===== src/rtl/frame_hdr_split_pkg.sv =====
package frame_hdr_split_pkg;

  localparam int HDR_LEN = 14;

  typedef enum logic [1:0] {
    PH_HDR  = 2'd0,
    PH_BODY = 2'd1,
    PH_TAIL = 2'd2
  } phase_t;

  // strobes from the control FSM to the datapath
  typedef struct packed {
    logic capHdr;    // write header bytes of the current beat
    logic pubHdr;    // header complete, raise hdrValid
    logic loadCarry; // keep current beat for realignment
    logic tailSel;   // output the carried bytes alone
  } strobe_t;

endpackage


===== src/rtl/frame_hdr_split_ctrl.sv =====
module frame_hdr_split_ctrl
  import frame_hdr_split_pkg::*;
#(
  parameter int DATA_W = 32
) (
  input  logic                  clk,
  input  logic                  rst,
  input  logic                  inValid,
  input  logic                  inLast,
  input  logic                  inUser,
  input  logic [DATA_W/8-1:0]   inKeep,
  input  logic                  hdrValid,
  input  logic                  payReady,
  output logic                  inReady,
  output logic                  payValid,
  output logic                  payLast,
  output logic                  payUser,
  output logic                  dropPulse,
  output strobe_t               strb,
  output logic [((((HDR_LEN+DATA_W/8-1)/(DATA_W/8)) > 1) ? $clog2((HDR_LEN+DATA_W/8-1)/(DATA_W/8)) : 1)-1:0] beatIdx
);

  localparam int BYTES     = DATA_W / 8;
  localparam int HDR_BEATS = (HDR_LEN + BYTES - 1) / BYTES;
  localparam int SH        = HDR_LEN - (HDR_BEATS - 1) * BYTES;
  localparam int BW        = (HDR_BEATS > 1) ? $clog2(HDR_BEATS) : 1;

  phase_t        phase, phaseNxt;
  logic [BW-1:0] beatCnt, beatNxt;
  logic          userHold, userNxt;
  logic          dropNxt;
  logic [BYTES:0] keepPad;
  logic          spill;
  logic          lastHdrBeat;

  assign keepPad     = {1'b0, inKeep};
  assign spill       = keepPad[SH];
  assign lastHdrBeat = (beatCnt == BW'(HDR_BEATS - 1));
  assign beatIdx     = beatCnt;

  always_comb begin
    phaseNxt = phase;
    beatNxt  = beatCnt;
    userNxt  = userHold;
    dropNxt  = 1'b0;
    strb     = '0;
    inReady  = 1'b0;
    payValid = 1'b0;
    payLast  = 1'b0;
    payUser  = 1'b0;
    case (phase)
      PH_HDR: begin
        inReady = !hdrValid;
        if (inValid && !hdrValid) begin
          strb.capHdr = 1'b1;
          if (lastHdrBeat) begin
            strb.loadCarry = 1'b1;
            beatNxt        = '0;
            if (!inLast) begin
              strb.pubHdr = 1'b1;
              phaseNxt    = PH_BODY;
            end else if (spill) begin
              strb.pubHdr = 1'b1;
              phaseNxt    = PH_TAIL;
              userNxt     = inUser;
            end else begin
              dropNxt = 1'b1;
            end
          end else if (inLast) begin
            beatNxt = '0;
            dropNxt = 1'b1;
          end else begin
            beatNxt = beatCnt + 1'b1;
          end
        end
      end
      PH_BODY: begin
        inReady  = payReady;
        payValid = inValid;
        payLast  = inLast && !spill;
        payUser  = inLast && !spill && inUser;
        if (inValid && payReady) begin
          strb.loadCarry = 1'b1;
          if (inLast) begin
            if (spill) begin
              phaseNxt = PH_TAIL;
              userNxt  = inUser;
            end else begin
              phaseNxt = PH_HDR;
            end
          end
        end
      end
      PH_TAIL: begin
        payValid     = 1'b1;
        payLast      = 1'b1;
        payUser      = userHold;
        strb.tailSel = 1'b1;
        if (payReady) phaseNxt = PH_HDR;
      end
      default: phaseNxt = PH_HDR;
    endcase
  end

  always_ff @(posedge clk) begin
    if (rst) begin
      phase     <= PH_HDR;
      beatCnt   <= '0;
      userHold  <= 1'b0;
      dropPulse <= 1'b0;
    end else begin
      phase     <= phaseNxt;
      beatCnt   <= beatNxt;
      userHold  <= userNxt;
      dropPulse <= dropNxt;
    end
  end

  // the carried tail beat is the only output; input must wait
  assert_tail_blocks_input_R4: assert property (@(posedge clk) disable iff (rst)
    (phase == PH_TAIL) |-> (!inReady && payValid && payLast))
    else $error("tail beat did not block input");

  // a pending header record gates the start of the next frame
  assert_hold_next_frame_R6: assert property (@(posedge clk) disable iff (rst)
    (phase == PH_HDR && hdrValid) |-> !inReady)
    else $error("next frame accepted while header pending");

  // a dropped frame leaves the payload side quiet
  assert_drop_quiet_R7: assert property (@(posedge clk) disable iff (rst)
    dropPulse |-> (!payValid && !$past(dropPulse)))
    else $error("drop pulse overlapped payload or stretched");

  // after reset the parser waits at frame start
  assert_reset_idle_R9: assert property (@(posedge clk) disable iff (rst)
    $past(rst) |-> (!payValid && !dropPulse && phase == PH_HDR))
    else $error("not idle after reset");

endmodule


===== src/rtl/frame_hdr_split_dp.sv =====
module frame_hdr_split_dp
  import frame_hdr_split_pkg::*;
#(
  parameter int DATA_W = 32
) (
  input  logic                clk,
  input  logic                rst,
  input  strobe_t             strb,
  input  logic [((((HDR_LEN+DATA_W/8-1)/(DATA_W/8)) > 1) ? $clog2((HDR_LEN+DATA_W/8-1)/(DATA_W/8)) : 1)-1:0] beatIdx,
  input  logic [DATA_W-1:0]   inData,
  input  logic [DATA_W/8-1:0] inKeep,
  input  logic                hdrReady,
  input  logic                payValid,
  output logic                hdrValid,
  output logic [47:0]         hdrDest,
  output logic [47:0]         hdrSrc,
  output logic [15:0]         hdrType,
  output logic [DATA_W-1:0]   payData,
  output logic [DATA_W/8-1:0] payKeep
);

  localparam int BYTES     = DATA_W / 8;
  localparam int HDR_BEATS = (HDR_LEN + BYTES - 1) / BYTES;
  localparam int SH        = HDR_LEN - (HDR_BEATS - 1) * BYTES;
  localparam int LOW_N     = BYTES - SH;   // output lanes fed by the carry

  logic [HDR_LEN*8-1:0] hdrBits;
  logic [DATA_W-1:0]    carryData;
  logic [BYTES-1:0]     carryKeep;
  logic [DATA_W-1:0]    bodyData, tailData;
  logic [BYTES-1:0]     bodyKeep, tailKeep;

  // header byte b lands at the top of the record for b == 0
  always_ff @(posedge clk) begin
    if (strb.capHdr) begin
      for (int b = 0; b < HDR_LEN; b++) begin
        if ((b / BYTES) == int'(beatIdx))
          hdrBits[(HDR_LEN-1-b)*8 +: 8] <= inData[(b % BYTES)*8 +: 8];
      end
    end
  end

  always_ff @(posedge clk) begin
    if (rst)                hdrValid <= 1'b0;
    else if (strb.pubHdr)   hdrValid <= 1'b1;
    else if (hdrReady)      hdrValid <= 1'b0;
  end

  always_ff @(posedge clk) begin
    if (rst) begin
      carryData <= '0;
      carryKeep <= '0;
    end else if (strb.loadCarry) begin
      carryData <= inData;
      carryKeep <= inKeep;
    end
  end

  assign hdrDest = hdrBits[111:64];
  assign hdrSrc  = hdrBits[63:16];
  assign hdrType = hdrBits[15:0];

  for (genvar j = 0; j < BYTES; j++) begin : g_lane
    if (j < LOW_N) begin : g_from_carry
      assign bodyData[j*8 +: 8] = carryData[(j+SH)*8 +: 8];
      assign bodyKeep[j]        = carryKeep[j+SH];
      assign tailData[j*8 +: 8] = carryData[(j+SH)*8 +: 8];
      assign tailKeep[j]        = carryKeep[j+SH];
    end else begin : g_from_input
      assign bodyData[j*8 +: 8] = inData[(j-LOW_N)*8 +: 8];
      assign bodyKeep[j]        = inKeep[j-LOW_N];
      assign tailData[j*8 +: 8] = 8'h00;
      assign tailKeep[j]        = 1'b0;
    end
  end

  assign payData = strb.tailSel ? tailData : bodyData;
  assign payKeep = strb.tailSel ? tailKeep : bodyKeep;

  // header record frozen until consumed
  assert_hdr_stable_R2: assert property (@(posedge clk) disable iff (rst)
    (hdrValid && !hdrReady) |=> (hdrValid && $stable(hdrBits)))
    else $error("header changed while waiting");

  // no header byte may be overwritten while a record is pending
  assert_no_capture_pending_R6: assert property (@(posedge clk) disable iff (rst)
    strb.capHdr |-> !hdrValid)
    else $error("header captured over pending record");

  // every payload beat starts in lane 0
  assert_keep_lane0_R3: assert property (@(posedge clk) disable iff (rst)
    payValid |-> payKeep[0])
    else $error("payload beat without lane 0");

  assert_reset_hdr_R9: assert property (@(posedge clk) disable iff (rst)
    $past(rst) |-> !hdrValid)
    else $error("header valid after reset");

endmodule


===== src/rtl/frame_hdr_split.sv =====
module frame_hdr_split
  import frame_hdr_split_pkg::*;
#(
  parameter int DATA_W = 32
) (
  input  logic                clk,
  input  logic                rst,
  input  logic [DATA_W-1:0]   sData,
  input  logic [DATA_W/8-1:0] sKeep,
  input  logic                sValid,
  output logic                sReady,
  input  logic                sLast,
  input  logic                sUser,
  output logic                hdrValid,
  input  logic                hdrReady,
  output logic [47:0]         hdrDest,
  output logic [47:0]         hdrSrc,
  output logic [15:0]         hdrType,
  output logic [DATA_W-1:0]   payData,
  output logic [DATA_W/8-1:0] payKeep,
  output logic                payValid,
  input  logic                payReady,
  output logic                payLast,
  output logic                payUser,
  output logic                frameDropped
);

  localparam int  BYTES     = DATA_W / 8;
  localparam bit  KEEP_EN   = (DATA_W > 8);
  localparam int  HDR_BEATS = (HDR_LEN + BYTES - 1) / BYTES;
  localparam int  BW        = (HDR_BEATS > 1) ? $clog2(HDR_BEATS) : 1;

  strobe_t          strb;
  logic [BW-1:0]    beatIdx;
  logic [BYTES-1:0] keepEff;
  logic [BYTES-1:0] dpKeep;

  if (KEEP_EN) begin : g_keep
    assign keepEff = sKeep;
    assign payKeep = dpKeep;
  end else begin : g_nokeep
    assign keepEff = '1;
    assign payKeep = '1;
  end

  frame_hdr_split_ctrl #(.DATA_W(DATA_W)) ctrl_i (
    .clk      (clk),
    .rst      (rst),
    .inValid  (sValid),
    .inLast   (sLast),
    .inUser   (sUser),
    .inKeep   (keepEff),
    .hdrValid (hdrValid),
    .payReady (payReady),
    .inReady  (sReady),
    .payValid (payValid),
    .payLast  (payLast),
    .payUser  (payUser),
    .dropPulse(frameDropped),
    .strb     (strb),
    .beatIdx  (beatIdx)
  );

  frame_hdr_split_dp #(.DATA_W(DATA_W)) dp_i (
    .clk     (clk),
    .rst     (rst),
    .strb    (strb),
    .beatIdx (beatIdx),
    .inData  (sData),
    .inKeep  (keepEff),
    .hdrReady(hdrReady),
    .payValid(payValid),
    .hdrValid(hdrValid),
    .hdrDest (hdrDest),
    .hdrSrc  (hdrSrc),
    .hdrType (hdrType),
    .payData (payData),
    .payKeep (dpKeep)
  );

endmodule


===== config.mk =====
export PLATFORM = sky130hd
export DESIGN_NAME = frame_hdr_split
export DESIGN_NICKNAME = d
export VERILOG_FILES = /design/src/rtl/frame_hdr_split_pkg.sv /design/src/rtl/frame_hdr_split_ctrl.sv /design/src/rtl/frame_hdr_split_dp.sv /design/src/rtl/frame_hdr_split.sv
export SDC_FILE = /design/constraint.sdc
export NUM_CORES = 1
export LEC_CHECK = 0
export ABC_AREA = 1
export BUFFER_PORTS_ARGS = -buffer_cell sky130_fd_sc_hd__buf_2
export CAP_MARGIN = 10
export CORE_MARGIN = 8
export CORE_UTILIZATION = 40
export CTS_CLUSTER_SIZE = 10
export DETAILED_ROUTE_END_ITERATION = 10
export GPL_TIMING_DRIVEN = 0
export PLACE_DENSITY_LB_ADDON = 0.15
export SYNTH_ARGS = -nofsm -noshare
export SYNTH_HDL_FRONTEND = slang
export SYNTH_HIERARCHICAL = 1
export SYNTH_SLANG_ARGS = --single-unit

===== constraint.sdc =====
create_clock -name clk -period 9.65 [get_ports clk]
set_clock_uncertainty 0.15 [all_clocks]
set_input_delay 1.93 -clock clk [delete_from_list [all_inputs] [get_ports clk]]
set_output_delay 1.93 -clock clk [all_outputs]
set_load 0.01 [all_outputs]

-- Yosys cells after proc, flatten, opt, wreduce, memory -nomap -nowiden
Index checks and enable logic that the tools add are counted.
- bits of input ports: 43
- register bits after elaboration: 155
- logic and storage cells: 81
- bitwise logic cells: 2
- add/subtract/negate cells: 1
- reduce and logical (&&, ||, !) cells: 18
- eq/ne operators: 12
- muxes and demuxes: 37
- operator list (cell ; count):
    2-to-1 mux 32 bit ; 1
    2-to-1 mux 2 bit ; 12
    2-to-1 mux 1 bit ; 15
    one-hot mux 1 bit (2 select lines) ; 6
    AND reduction 2 bit ; 5
    != test 2 x 1 -> 1 bit, second input constant ; 3
    one-hot mux 2 bit (3 select lines) ; 1
    AND reduction 6 bit ; 1
    == test 2 bit, first input constant ; 2
    == test 2 bit, second input constant ; 2
    logical AND 1 bit ; 4
    zero test 2 bit ; 2
    2-to-1 mux 4 bit ; 1
    != test 2 bit, second input constant ; 2
    AND reduction 4 bit ; 1
    nonzero test 2 bit ; 2
    2-to-1 mux 3 bit ; 1
    != test 3 bit, second input constant ; 1
    OR reduction 3 bit ; 1
    adder 2 x 1 -> 2 bit, second input constant ; 1
    == test 1 x 2 -> 1 bit, first input constant ; 1
    == test 2 x 1 -> 1 bit, second input constant ; 1
    zero test 1 bit ; 2
    NOT 1 bit ; 2

-- Longest topological paths before layout
- depth in word-level cells: 6
- mapped depth: 11
- gate-level depth less buffers: 9

-- Hierarchy
Netlist, hierarchy kept.
- by module, submodules not included (module ; area an instance (um^2) ; cells an instance ; sequential area each (um^2) ; times used):
    frame_hdr_split_dp ; 4240.3 ; 240 ; 3743.6 ; 1
    frame_hdr_split_ctrl ; 509.2 ; 83 ; 120.1 ; 1

-- Worst setup path after synthesis
No wires, ideal clock.
- kind: input port to flip-flop
- start: input sValid
- end: register dp_i.hdrBits[48] (enable)
- data required time: 9.039 ns
- arrival: 4.411 ns
- setup time: 0.461 ns
- cell stages on the path: 4
- path slack: 4.628 ns
- cell sequence: nand3_1 > inv_1 > inv_1 > nor3_1
- RTL lines (element ; RTL line ; text):
    start: declaration ; frame_hdr_split.sv:10 ; input logic sValid,
    end signal: indexed assignment ; frame_hdr_split_dp.sv:38 ; hdrBits[(HDR_LEN-1-b)*8 +: 8] <= inData[(b % BYTES)*8 +: 8];
    end: declaration ; frame_hdr_split_dp.sv:27 ; logic [HDR_LEN*8-1:0] hdrBits;

-- Worst setup path in the final report
- start: input sLast
- end: output payUser
- cells in the longest elaborated chain, start to end: 3
- ends and longest elaborated chain (element ; RTL line ; text):
    start: declaration ; frame_hdr_split.sv:12 ; input logic sLast,
    logical AND 1 bit (2 in a row) ; frame_hdr_split_ctrl.sv:81 ; payUser = inLast && !spill && inUser;
    one-hot mux 1 bit (2 select lines) ; frame_hdr_split_ctrl.sv:51 ; case (phase)
    end: declaration ; frame_hdr_split.sv:24 ; output logic payUser,
Every way passes these cells.

==> impl_metrics.py <==
metrics = {
    "outcome": {
        "status": "finished, final reports clean",
    },
    "logic_synthesis": {
        "synth_top_family_by_area": "simple AND/OR/NAND/NOR gates",
        "synth_area_leaders": "edfxtp_1, dfxtp_1, nor2_1",
        "ys_seq_elements": 137,
        "synth.area.mux_share": 0,
        "seq_area_frac_synth": 0.8135,
        "synth_top_area_frac": 0.7081,
        "ys.warnings.count": 6,
        "synthXorXnorAreaFrac": 0,
        "synth_common_cells": "edfxtp_1, nor2_1, inv_1, dfxtp_1",
        "synth_most_common_cell": "edfxtp_1",
        "yosys.area.top_type": "edfxtp_1",
        "synthCells": 323,
        "synth_compound_area_frac": 0.03477,
        "yosys.area_share.simple": 0.08983,
        "synth_fa_ha_area_frac": 0.01581,
        "syn_avg_cell_area_sq_um": 14.70,
        "synth_edf_count": 112,
        "synth_nets": 372,
        "syn_area_sq_um": 4750,
        "ys.flop_type": "edfxtp_1",
        "yosysUniqueCellTypes": 22,
        "synthArstFlopShare": 0,
    },
    "timing": {
        "fin_crit_sh": 0.4965,
        "clock.fmax_ghz": 0.2087,
        "setup_slack_ns": 4.859,
        "setup_viol": 0,
        "drv_slew": 0,
        "whs_ns": 0.3327,
        "rsz0062_at_grt": "no",
        "finalSetupTns_ns": 0,
        "timing.slew.headroom": 0.4028,
        "worst_pin_slew_ns": 0.8910,
        "finalHoldViolCount": 0,
        "period_needed_ns": 4.791,
    },
    "detailed_routing": {
        "drc_errors": 0,
        "drt_first_pass_iters": 4,
        "avgRoutedWirePerCell_microns": 16.62,
        "drt-vias-per-instance": 4.494,
        "drt_wl_total_microns": 11770,
        "drt_iter0_markers": 185,
        "detail-route-antenna-nets": 0,
        "vias": 3182,
    },
    "setup_path": {
        "crit_chain": "buf_2 > inv_1 > nor2_1 > nand3_1 > a21oi_1 > buf_2",
        "cp.arrival_ns": 2.71,
        "r2r_start": "ctrl_i/phase[1]",
        "critPathMaxFanout": 5,
        "r2r_slack_ns": 7.02,
        "crit_end": "payUser",
        "critPathKind": "in -> out",
        "worstSetupStartpoint": "sLast",
        "crit_path_max_incr_delay_ns": 0.19,
        "start_kind": "input pin",
        "path_common_cell": "buf_2",
        "end_kind": "primary output",
        "worstReg2RegEnd": "dp_i/hdrBits[85]",
        "reg2regPathDepth": 8,
        "critical-path-slowest-cell": "nor2_1",
        "crit_required_ns": 7.57,
    },
    "global_routing": {
        "grt_max_degree": 17,
        "first_global_vias": 3185,
        "grt_pass1_wl_microns": 17950,
        "antenna_found_initial": 0,
        "track_usage": 0.1494,
        "grt-ovfl-total": 0,
    },
    "clock_tree": {
        "post_cts_resized": 0,
        "cts.sinks": 137,
        "cts_htree_levels": 4,
        "numCtsBuffers": 17,
        "postCtsSetupRepairBufs": 0,
        "clk_latency_ns": 0.41,
        "clockRootBuffer": "clkbuf_16",
        "path_clk_slew_ns": 0.06,
        "hold_buffers": 0,
        "cts_buffer_depth": 2,
        "cts_tree": "built",
    },
    "power_and_ir_drop": {
        "power_density_nw_per_um2": 215.9,
        "p_leak_nw": 2.887,
        "max-vdd-ir-drop_v": 0.00008934,
    },
    "final_layout": {
        "drive_gt1_frac": 0.4492,
        "multi_input_area_sq_um": 686.9,
        "syn_to_final_growth_pct": 39.36,
        "insertedDiodeCount": 0,
        "ff_latch_area_sq_um": 3864,
        "fillCellCount": 968,
        "nets": 597,
        "fin_cells": 708,
    },
    "floorplan": {
        "die_w_microns": 125.0,
        "chipHeight_microns": 125.0,
        "die_area_sq_um": 15620,
        "start_util": 0.4021,
        "rows": 40,
        "ioPinCount": 197,
        "design.core.area_sq_um": 11810,
    },
    "worst_hold_path": {
        "hp-class": "reg -> reg",
    },
    "placement": {
        "dp_hpwl_microns": 9004,
        "portBuffers": 196,
        "place_inst": 676,
        "dp_slack_ns": 4.861,
        "gp_congestion": 0.8478,
    },
    "run": {
        "maxCapViolCount": 0,
    },
}
[worst min-delay path by stage]
stage / end / cells after the start / start / slack (ns)
after global placement: dp_i/carryData[30] / 2 / dp_i/carryData[30] / 0.31
after detailed placement: dp_i/carryData[22] / 2 / dp_i/carryData[22] / 0.32
after CTS: dp_i/carryData[22] / 2 / dp_i/carryData[22] / 0.33
after floorplan: ctrl_i/userHold / 2 / ctrl_i/userHold / 0.32
final: dp_i/carryData[22] / 2 / dp_i/carryData[22] / 0.33
after global routing: dp_i/carryData[23] / 2 / dp_i/carryData[23] / 0.36
[power breakdown]
group / switching, mW / leakage, nW / internal, mW
sequential: 0.00917 / 1.23 / 0.677
clock: 0.221 / 0.268 / 0.384
combinational: 0.0872 / 1.39 / 0.0508
[through the flow]
| step | cell area (sq um) | power (mW) | util |
|---|---|---|---|
| 3_3_place_gp | 5914 | 0.8301 | 0.5007 |
| 4_1_cts | 6619 | 1.446 | 0.5604 |
| 2_1_floorplan | 4750 | 0.7624 | - |
| 6_report | 6619 | 1.429 | 0.5604 |
| 3_5_place_dp | 6062 | 0.8396 | 0.5132 |
| 5_1_grt | 6619 | 1.480 | 0.5604 |
[cells in the final DEF (no fill, tap or decap), drive strengths merged]
| cell | synthesis | routed |
|---|---|---|
| nor3 | 7 | 7 |
| nor2 | 63 | 63 |
| edfxtp | 112 | 112 |
| clkbuf | 0 | 23 |
| clkinvlp | 0 | 2 |
| nand2 | 22 | 22 |
| buf | 6 | 212 |
| dfxtp | 25 | 25 |
| clkinv | 0 | 5 |
| a21oi | 8 | 8 |
| ha | 6 | 6 |
| nand3 | 7 | 7 |
| nand4 | 1 | 1 |
| nor4 | 1 | 1 |
| inv | 40 | 40 |
| bufinv | 0 | 2 |
| o21ai | 25 | 25 |
[sequential cells by signal, summed over array words and instances, names as in the netlist]
| name | cells |
|---|---|
| ctrl_i/beatIdx | 2 |
| dp_i/hdrValid | 1 |
| ctrl_i/userHold | 1 |
| ctrl_i/phase | 2 |
| dp_i/hdrBits | 112 |
| dp_i/carryData | 16 |
| ctrl_i/dropPulse | 1 |
| dp_i/carryKeep | 2 |
[routing by layer]
layer	vias up	GRT usage	share of wire
met5	-	0	0
met4	0	0.06805	0.018
met3	18	0.06205	0.075
met2	113	0.2547	0.51
met1	1491	0.1589	0.40
li1	1560	-	-
[cell families after synthesis]
kind of cell	Yosys count
AOI/OAI and AO/OA	33
adders and majority gates	6
buffers and inverters	46
DFF	137
and+or+nand+nor	101
[critical path: cells and delay by family]
family,cells,cell delay (ns)
buf+inv,3,0.37
simple gates,2,0.29
compound gates,1,0.13
[area by class of cell]
class / count / share of cell area
Buffer: 6 / 0.009263
Timing Repair Buffer: 206 / 0.1675
Clock buffer: 23 / 0.06919
Sequential cell: 137 / 0.5837
Clock inverter: 9 / 0.01493
Inverter: 40 / 0.02382
Multi-Input combinational cell: 140 / 0.1038
Tap cell: 147 / 0.02779
No activity file was read; power rests on OpenSTA's default activity.
